--- src/rtl/bt_pkg.sv ---
package bt_pkg;

  localparam int DISP_W = 11;
  localparam int LEN_W  = 3;

  typedef enum logic [1:0] {
    FORM_D4   = 2'd0,
    FORM_D7   = 2'd1,
    FORM_D11  = 2'd2,
    FORM_D11B = 2'd3
  } disp_form_e;

  localparam logic [3:0] CND_EQ = 4'd0;
  localparam logic [3:0] CND_NE = 4'd1;
  localparam logic [3:0] CND_GE = 4'd2;
  localparam logic [3:0] CND_LT = 4'd3;
  localparam logic [3:0] CND_LE = 4'd4;
  localparam logic [3:0] CND_GT = 4'd5;
  localparam logic [3:0] CND_CC = 4'd6;
  localparam logic [3:0] CND_CS = 4'd7;

  localparam logic [LEN_W-1:0] LEN_D4  = 3'd3;
  localparam logic [LEN_W-1:0] LEN_D7  = 3'd4;
  localparam logic [LEN_W-1:0] LEN_D11 = 3'd5;

endpackage

--- src/rtl/bt_rst_sync.sv ---
module bt_rst_sync #(
  parameter int STAGES = 2
) (
  input  logic clk,
  input  logic arst_n,
  output logic srst_n
);

  generate
    if (STAGES <= 1) begin : g_single
      logic q;
      always_ff @(posedge clk or negedge arst_n) begin
        if (!arst_n) q <= 1'b0;
        else         q <= 1'b1;
      end
      assign srst_n = q;
    end else begin : g_chain
      logic [STAGES-1:0] sh_q;
      logic [STAGES-1:0] sh_d;
      always_comb sh_d = {sh_q[STAGES-2:0], 1'b1};
      always_ff @(posedge clk or negedge arst_n) begin
        if (!arst_n) sh_q <= '0;
        else         sh_q <= sh_d;
      end
      assign srst_n = sh_q[STAGES-1];
    end
  endgenerate

endmodule

--- src/rtl/bt_cond_eval.sv ---
module bt_cond_eval
  import bt_pkg::*;
(
  input  logic [3:0]  cond_code,
  input  disp_form_e  form,
  input  logic        flag_v,
  input  logic        flag_n,
  input  logic        flag_c,
  input  logic        flag_z,
  output logic        cond_met
);

  logic sgn_lt;
  logic raw_met;
  logic form_ok;

  always_comb begin
    sgn_lt = flag_v ^ flag_n;
    case (cond_code)
      CND_EQ:  raw_met = flag_z;
      CND_NE:  raw_met = ~flag_z;
      CND_GE:  raw_met = ~sgn_lt;
      CND_LT:  raw_met = sgn_lt;
      CND_LE:  raw_met = sgn_lt | flag_z;
      CND_GT:  raw_met = ~(sgn_lt | flag_z);
      CND_CC:  raw_met = ~flag_c;
      CND_CS:  raw_met = flag_c;
      default: raw_met = 1'b0;
    endcase
    form_ok  = (form != FORM_D4) || (cond_code == CND_EQ) || (cond_code == CND_NE);
    cond_met = raw_met & form_ok;
  end

endmodule

--- src/rtl/bt_disp_ext.sv ---
module bt_disp_ext
  import bt_pkg::*;
#(
  parameter int PC_W = 20
) (
  input  disp_form_e              form,
  input  logic [DISP_W-1:0]       disp_raw,
  output logic [PC_W-1:0]         disp_sx,
  output logic [LEN_W-1:0]        length
);

  localparam int EXT4  = PC_W - 4;
  localparam int EXT7  = PC_W - 7;
  localparam int EXT11 = PC_W - DISP_W;

  always_comb begin
    case (form)
      FORM_D4: begin
        disp_sx = {{EXT4{disp_raw[3]}}, disp_raw[3:0]};
        length  = LEN_D4;
      end
      FORM_D7: begin
        disp_sx = {{EXT7{disp_raw[6]}}, disp_raw[6:0]};
        length  = LEN_D7;
      end
      default: begin
        disp_sx = {{EXT11{disp_raw[DISP_W-1]}}, disp_raw};
        length  = LEN_D11;
      end
    endcase
  end

endmodule

--- src/rtl/bt_pc_reg.sv ---
module bt_pc_reg #(
  parameter int              PC_W      = 20,
  parameter logic [PC_W-1:0] RESET_VEC = '0
) (
  input  logic            clk,
  input  logic            rst_n,
  input  logic            load_en,
  input  logic [PC_W-1:0] pc_d,
  output logic [PC_W-1:0] pc_q
);

  logic [PC_W-1:0] pc_nxt;

  always_comb pc_nxt = load_en ? pc_d : pc_q;

  always_ff @(posedge clk or negedge rst_n) begin
    if (!rst_n) pc_q <= RESET_VEC;
    else        pc_q <= pc_nxt;
  end

endmodule

--- src/rtl/bt_branch_unit.sv ---
module bt_branch_unit
  import bt_pkg::*;
#(
  parameter int              PC_W        = 20,
  parameter logic [PC_W-1:0] RESET_VEC   = '0,
  parameter int              WAIT_W      = 4,
  parameter int              SYNC_STAGES = 2,
  localparam int             CYC_W       = WAIT_W + 2
) (
  input  logic              clk,
  input  logic              rst_n,
  input  logic              exec_en,
  input  logic [3:0]        cond_code,
  input  logic [1:0]        disp_form,
  input  logic [DISP_W-1:0] disp_raw,
  input  logic              half_bit,
  input  logic              flag_v,
  input  logic              flag_n,
  input  logic              flag_c,
  input  logic              flag_z,
  input  logic [WAIT_W-1:0] wait_cyc,
  output logic [PC_W-1:0]   pc,
  output logic [PC_W-1:0]   next_pc,
  output logic              taken,
  output logic [CYC_W-1:0]  cycles
);

  disp_form_e       form;
  logic             rst_s_n;
  logic             cond_met;
  logic [PC_W-1:0]  disp_sx;
  logic [LEN_W-1:0] length;
  logic [PC_W-1:0]  pc_q;
  logic [PC_W-1:0]  seq_pc;
  logic [PC_W-1:0]  jmp_ofs;

  assign form = disp_form_e'(disp_form);

  bt_rst_sync #(.STAGES(SYNC_STAGES)) u_rst_sync (
    .clk    (clk),
    .arst_n (rst_n),
    .srst_n (rst_s_n)
  );

  bt_cond_eval u_cond (
    .cond_code (cond_code),
    .form      (form),
    .flag_v    (flag_v),
    .flag_n    (flag_n),
    .flag_c    (flag_c),
    .flag_z    (flag_z),
    .cond_met  (cond_met)
  );

  bt_disp_ext #(.PC_W(PC_W)) u_disp (
    .form     (form),
    .disp_raw (disp_raw),
    .disp_sx  (disp_sx),
    .length   (length)
  );

  always_comb begin
    seq_pc  = pc_q + PC_W'(length);
    jmp_ofs = disp_sx + PC_W'(half_bit);
    taken   = cond_met;
    next_pc = cond_met ? (seq_pc + jmp_ofs) : seq_pc;
    cycles  = cond_met ? (CYC_W'(3) + CYC_W'(wait_cyc)) : CYC_W'(1);
  end

  bt_pc_reg #(.PC_W(PC_W), .RESET_VEC(RESET_VEC)) u_pc (
    .clk     (clk),
    .rst_n   (rst_s_n),
    .load_en (exec_en),
    .pc_d    (next_pc),
    .pc_q    (pc_q)
  );

  assign pc = pc_q;

endmodule

--- config.mk ---
export PLATFORM = sky130hd
export DESIGN_NAME = bt_branch_unit
export DESIGN_NICKNAME = d
export VERILOG_FILES = /design/src/rtl/bt_pkg.sv /design/src/rtl/bt_rst_sync.sv /design/src/rtl/bt_cond_eval.sv /design/src/rtl/bt_disp_ext.sv /design/src/rtl/bt_pc_reg.sv /design/src/rtl/bt_branch_unit.sv
export SDC_FILE = /design/constraint.sdc
export NUM_CORES = 1
export LEC_CHECK = 0
export ABC_AREA = 1
export BUFFER_PORTS_ARGS = -buffer_cell sky130_fd_sc_hd__buf_2
export CAP_MARGIN = 20
export CORE_MARGIN = 2
export CORE_UTILIZATION = 25
export DETAILED_ROUTE_END_ITERATION = 8
export PLACE_DENSITY_LB_ADDON = 0.3
export SLEW_MARGIN = 20
export SYNTH_ARGS = -nofsm -noshare
export SYNTH_HDL_FRONTEND = slang
export SYNTH_SLANG_ARGS = --single-unit
--- constraint.sdc ---
create_clock -name clk -period 3.5 [get_ports clk]
set_input_delay 0.525 -clock clk [delete_from_list [all_inputs] [get_ports clk]]
set_output_delay 0.525 -clock clk [all_outputs]
set_load 0.03 [all_outputs]
# Word-level counts from Yosys, hierarchy flattened
# Index checks and enable logic that the tools add are counted.
totals:
  inputBits: 29
  elab_cells: 31
  out_inout_bits: 47
  reg_bits: 22
classes:
  n_reduce_logical: 5
  mux: 5
  addsub: 4
  n_bitwise: 7
  eq_ne: 8
ops:
  columns: ["operator", "n"]
  rows:
  - ["$pmux W20 S2", 1]
  - ["$add A20 B1 Y20", 1]
  - ["$add A20 B20 Y20", 1]
  - ["$add A20 B3 Y20", 1]
  - ["$mux W20", 1]
  - ["$eq A4 B3 Y1 const B", 4]
  - ["$eq A4 B2 Y1 const B", 2]
  - ["$pmux W1 S8", 1]
  - ["$pmux W3 S2", 1]
  - ["$add A2 B4 Y5 const A", 1]
  - ["$mux W5", 1]
  - ["$eq A4 B1 Y1 const B", 1]
  - ["$logic_not A4 Y1", 1]
  - ["$not A1 Y1", 4]
  - ["$eq A2 B1 Y1 const B", 1]
  - ["$logic_not A2 Y1", 1]
  - ["$logic_or A1 B1 Y1", 2]
  - ["$reduce_bool A2 Y1", 1]
  - ["$and A1 B1 Y1", 1]
  - ["$or A1 B1 Y1", 1]
  - ["$xor A1 B1 Y1", 1]

# Depth between registers and ports, before layout
logic_depth:
  word_depth: 6
  mapped_depth: 24
  depth_no_buf: 24

# Modules after synthesis
# A second synthesis with hierarchy kept.
hier_totals:
  cells_unflattened: 549
  area_unflattened_um2: 3279.4
by_module_without_submodules:
  columns: ["mod", "instances", "seq_area_each_um2", "area_per_inst_um2", "cells_each"]
  rows:
  - ["bt_branch_unit", 1, 0.0, 2072.0, 386]
  - ["bt_pc_reg", 1, 500.5, 767.0, 85]
  - ["bt_disp_ext", 1, 0.0, 198.9, 33]
  - ["bt_cond_eval", 1, 0.0, 187.7, 42]
  - ["bt_rst_sync", 1, 50.0, 53.8, 3]

# Worst setup path before layout
# OpenSTA, ideal clock, no wires.
synth_path:
  path_kind: "input to output"
  from: "input port disp_form[1]"
  to: "output port next_pc[19]"
  setup_slack_ps: -365
  n_path_buf: 0
  required_ps: 2975
  arrival_ps: 3340
  stages: 20
  cell_sequence: "nor2_2 -> inv_1 -> ha_1 -> nand2_1 -> a21oi_2 -> nand3_2 -> nor2_4 -> nand3_1 -> xor2_1 -> inv_1 -> ha_1 -> nand2_1 -> nor2_1 -> inv_1 -> nor2_1 -> nand3b_1 -> nand3_1 -> nand3_1 -> nand3_1 -> and2_1"
synth_between:
  elab_chain_len: 5
  word_cells_on_any_way: 12
  cone_classes: "3 x add/sub; 1 x eq/ne; 3 x mux; 1 x bitwise; 4 x reduce/logical"
synth_rtl:
  columns: ["item", "line", "rtl"]
  rows:
  - ["from (decl)", "bt_branch_unit.sv:14", "input logic [1:0] disp_form,"]
  - ["$eq A2 B1 Y1 (tied with other cells)", "bt_disp_ext.sv:17", "case (form)"]
  - ["$pmux W3 S2 (tied with other cells)", "bt_disp_ext.sv:17", null]
  - ["$add A20 B3 Y20 (tied with other cells)", "bt_branch_unit.sv:63", "seq_pc = pc_q + PC_W'(length);"]
  - ["$add A20 B20 Y20 / $and A1 B1 Y1 (equally long branches)", "bt_branch_unit.sv:66, bt_cond_eval.sv:31", null]
  - ["$mux W20 (*)", "bt_branch_unit.sv:66", "next_pc = cond_met ? (seq_pc + jmp_ofs) : seq_pc;"]
  - ["to (decl)", "bt_branch_unit.sv:23", "output logic [PC_W-1:0] next_pc,"]
# Mark *: on every way between the ends. The rest lies on a longest branch, timed or not.

# Worst setup path after layout
layout_path:
  from: "input port disp_form[0]"
  to: "output port next_pc[13]"
# The elaborated chain is that of the path after synthesis.

==> impl.org <==
** Timing
- Worst Tran Pin Value :: a little over 0.8 ns
- Static timing analysis puts the maximum clock frequency at 257 MHz.
- Final setup violation count :: 15
- Pins over their slew limit :: 0
- Final count of hold timing violations :: 0
- On the final layout, the worst hold slack is approximately 0.041 ns.
- Worst slew margin :: 44.4%
- Of the available clock period, the critical path in the final layout requires 111%.
- Clock period minus worst slack :: 3.89 ns
- Worst Slack Setup Final :: -0.386 ns
- Unrepaired setup endpoints after global routing :: yes
- Worst clock skew :: 0.00358 ns

** Die
- In this run the standard cell core region covers 0.0121 sq mm.
- Die footprint :: about 0.013 sq mm
- Die extent in x :: 116 um
- I/O pin count :: 76
- Height of the die :: 116 um
- The initial utilization of the core area, before any placement, comes to 25.7%.
- Placement row count :: 40

** Outcome
- The checks that failed: negative setup slack.
- The flow ran to the end, but the final reports show violations.

** Route
- In the detailed route, the total length drawn on met3 is 237 um.
- Final WL :: 11,800 um
- Routed length on met1 :: ~5400 um
- The pre-antenna-repair detailed-routing pass consisted of 4 iterations.
- In the final routed layout, each cell accounts on average for 13.5 um.
- For this run, design rule violations remaining after detail routing come to 0.
- Average vias per placed instance :: 4.40
- For this block, the initial DRC count from the detailed router was between 100 and 150.
- Uppermost routed layer :: met4
- Detailed routing inserted a total of just under 4,000 vias.
- Summed over all nets, wire length on met2 after detailed routing comes to 5920 um.
- Final ANT Viol Nets :: 0

** CTS
- Counting the buffers created by CTS gives 3.
- The clock passes through at most 2 buffers.
- The later pin in the worst-skew pair is clocked with a latency of between 0.2 and 0.3 ns.
- After clock tree synthesis, the clock-pin slew on the worst setup and hold paths is approximately 0.050 ns.
- Deepest level of the CTS H-tree :: 1
- TritonCTS built the clock tree.
- The clock net in this run drives a total of 22 sinks.
- Root buffer selected by CTS :: clkbuf_16

** Global routing
- Entering global routing, the biggest net connects 23 pins.
- Number of global-route vias before repair :: 3,859
- Number of antenna violations at the first check in global routing :: 0
- Total Routing Usage GR :: 17.5%
- First-pass GRT wire length :: between 15,000 and 20,000 um
- After global routing the overflow that remains totals 0.

** Pwr
- Internal power consumption :: 2730 uW
- Net switching is 50.9% of the power.
- In this run the power spent charging and discharging nets is approximately 2800 uW.
- Part of the total power dissipated in sequential elements :: 8.9%
- The share of total power dissipated in combinational logic is 86.8%.
- Clock power frac :: 4.3%
- For this design the static power due to leakage is about 0.0029 uW.
- Max VDD drop :: 0.503 mV
- Power spread over the standard cell area amounts to approximately 970 mW/mm^2.

** Setup path
- Req. time, crit path :: 2.97 ns
- STA classifies the critical path endpoint as a primary output.
- The critical path is of the in2out type.
- Critical Path Source Type :: input pin
- Traced cell by cell, the critical path runs through buf_8 > nor2_4 > inv_2 > ha_4 > nand2_4 > a21oi_4 > nand3_4 > nor2_4 > nand3_2 > xor2_2 > inv_2 > ha_4 > nand2_4 > nor2_4 > inv_2 > nor3_2 > nand2_1 > nand2_1 > nand2_1 > nand2_1 > nand2_1 > nand2_2 > buf_6.
- Data arrival time of the critical path :: approximately 3.4 ns
- The largest single stage delay on the critical path is 0.31 ns.
- For this design, the slowest cell found on the critical path is ha_4.
- In this run the worst path has a maximum fanout of 4.
- In this design, the largest share of critical-path delay is due to simple AND/OR/NAND/NOR gates.
- Among the stages of the critical path, the cell type that occurs most often is nand2_1.
- Together, buffers and inverters on the worst path number 5.

** Yosys
- Each instance of the synthesized netlist takes up on average 6.03 sq um.
- Most area-hungry cell type in the Yosys netlist :: nand2_1
- Top post-synthesis cells by area :: nand2_1 (20%), dfrtp_1 (18%), ha_1 (8.8%)
- The synthesized design contains 22 register bits.
- Synthesis handed over a netlist of 517 instances.
- Number of nets in the synthesized netlist :: 571
- The synthesized design devotes to its leading area cell type a little over 20% of total area.
- After synthesis, flip-flops and latches occupy 17.7% of the total area.
- The Yosys step of the flow raised 0 warnings.
- Number of distinct standard cells referenced by the synthesized netlist :: 41
- The mapped netlist covers between 0.003 and 0.004 sq mm.

** Final layout
- Leaving out fill and tap cells, the most frequent cells in the layout are nand2_1 (134), buf_4 (112), inv_1 (58).
- Most frequent standard cell in the layout excluding fill and tap cells :: nand2_1
- The final layout contains 760 nets.
- With fillers left out, the area of the finished cells amounts to 0.00572 sq mm.
- Number of antenna cells inserted :: 0
- Synth-to-Final Area Change :: 83.5%
- Of the cells placed in the final design, the portion with a size suffix greater than 1 is 53.7%.
- Total of fill cells in the finished design :: 1,250

** Run
- Across the run, the number of max-cap violations was 0.

** Place
- Placer's final routability congestion estimate :: 0.831
- The wire-length estimate of the detail-placed layout is 8990 um.
- Post-DP Area :: 0.00445 sq mm
- In this run the tool buffered the top-level ports with 74 buffer cells.

** Min path
- Class of the worst hold path :: in2async
-- routing by layer --
layer / global-route usage, % / up-vias
met1: 23.0 / 1767
met5: 0 / -
li1: - / 1994
met3: 0.994 / 15
met4: 5.63 / 0
met2: 30.7 / 65
-- through the flow --
stage                     cells  worst slack [ns]  total power, uW  TNS [ns]  util [%]
after global routing        872            -0.565             5950     -6.84      47.2
after detailed placement    847            -0.595             3840     -8.78      36.7
final                       872            -0.386             5570     -4.02      47.2
after global placement      847            -0.586             3820     -7.91      36.7
after floorplan             517           -0.0760             2420    -0.108         -
after CTS                   867            -0.342             5070     -3.73      44.8
-- what timing repair did --
item,in CTS,in global routing
setup endpoints to repair,17,18
setup buffers,18,6
gates cloned,0,0
gates resized for setup,170,58
hold endpoints to repair,0,0
hold buffers,0,0
pin swaps,77,40
-- area by class of cell --
cell class,count,area (sq um),share of cell area (%)
Multi-Input combinational cell,409,3190,55.7
Tap cell,168,210,3.67
Clock buffer,3,75.1,1.31
Timing Repair Buffer,192,1410,24.6
Inverter,78,293,5.12
Sequential cell,22,551,9.62
-- cells in the mapped netlist, drive strengths merged --
library cell	count
or2	2
nand2	175
o21a	1
dfrtp	22
o31ai	1
clkinv	1
nor3	7
a31oi	1
nor2	55
nand3	45
fa	3
o21ai	27
a21boi	1
clkbuf	2
nor4	1
inv	77
nand3b	2
conb	2
xor2	17
and2	7
a21o	1
o21bai	5
nand4	8
ha	22
a21oi	19
buf	6
xnor2	7
-- power groups by stage --
stage / logic, uW / registers (uW) / clock network [uW]
after global routing: 5180 / 517 / 256
after detailed placement: 3360 / 483 / 0
after CTS: 4340 / 488 / 251
after floorplan: 1770 / 647 / 0
final: 4830 / 497 / 238
after global placement: 3340 / 480 / 0
-- worst paths after layout --
| kind | start | end | slack, ns | depth (start not counted) |
|---|---|---|---|---|
| worst max-delay path | disp_form[0] | next_pc[13] | -0.39 | 23 |
| worst min-delay path | rst_n | u_rst_sync.g_chain.sh_q[0] | 0.04 | 1 |
| worst max register to register | u_pc.pc_q[0] | u_pc.pc_q[13] | 0.23 | 23 |
| worst min register to register | u_rst_sync.g_chain.sh_q[1] | u_pc.pc_q[0] | 0.33 | 0 |
| max in group asynchronous | u_rst_sync.g_chain.sh_q[1] | u_pc.pc_q[16] | 2.68 | 0 |
| min in group clk | u_rst_sync.g_chain.sh_q[0] | u_rst_sync.g_chain.sh_q[1] | 0.35 | 0 |
-- logic make-up (layout without fill, tap and decap cells) --
| family | after synthesis | in the layout | share of synthesized area [%] |
|---|---|---|---|
| AOI/OAI and AO/OA | 56 | 56 | 10.6 |
| adders and majority gates | 25 | 25 | 10.8 |
| and+or+nand+nor | 302 | 302 | 42.2 |
| buffers and inverters | 86 | 273 | 11.4 |
| xor gates and xnor gates | 24 | 24 | 7.23 |
| other | 2 | 2 | 0.241 |
| DFF | 22 | 22 | 17.7 |
-- state kept, by name, summed over array words and instances, names as in the netlist --
register	cells
u_rst_sync.g_chain.sh_q	2
u_pc.pc_q	20
No activity file was read; power rests on OpenSTA's default activity.
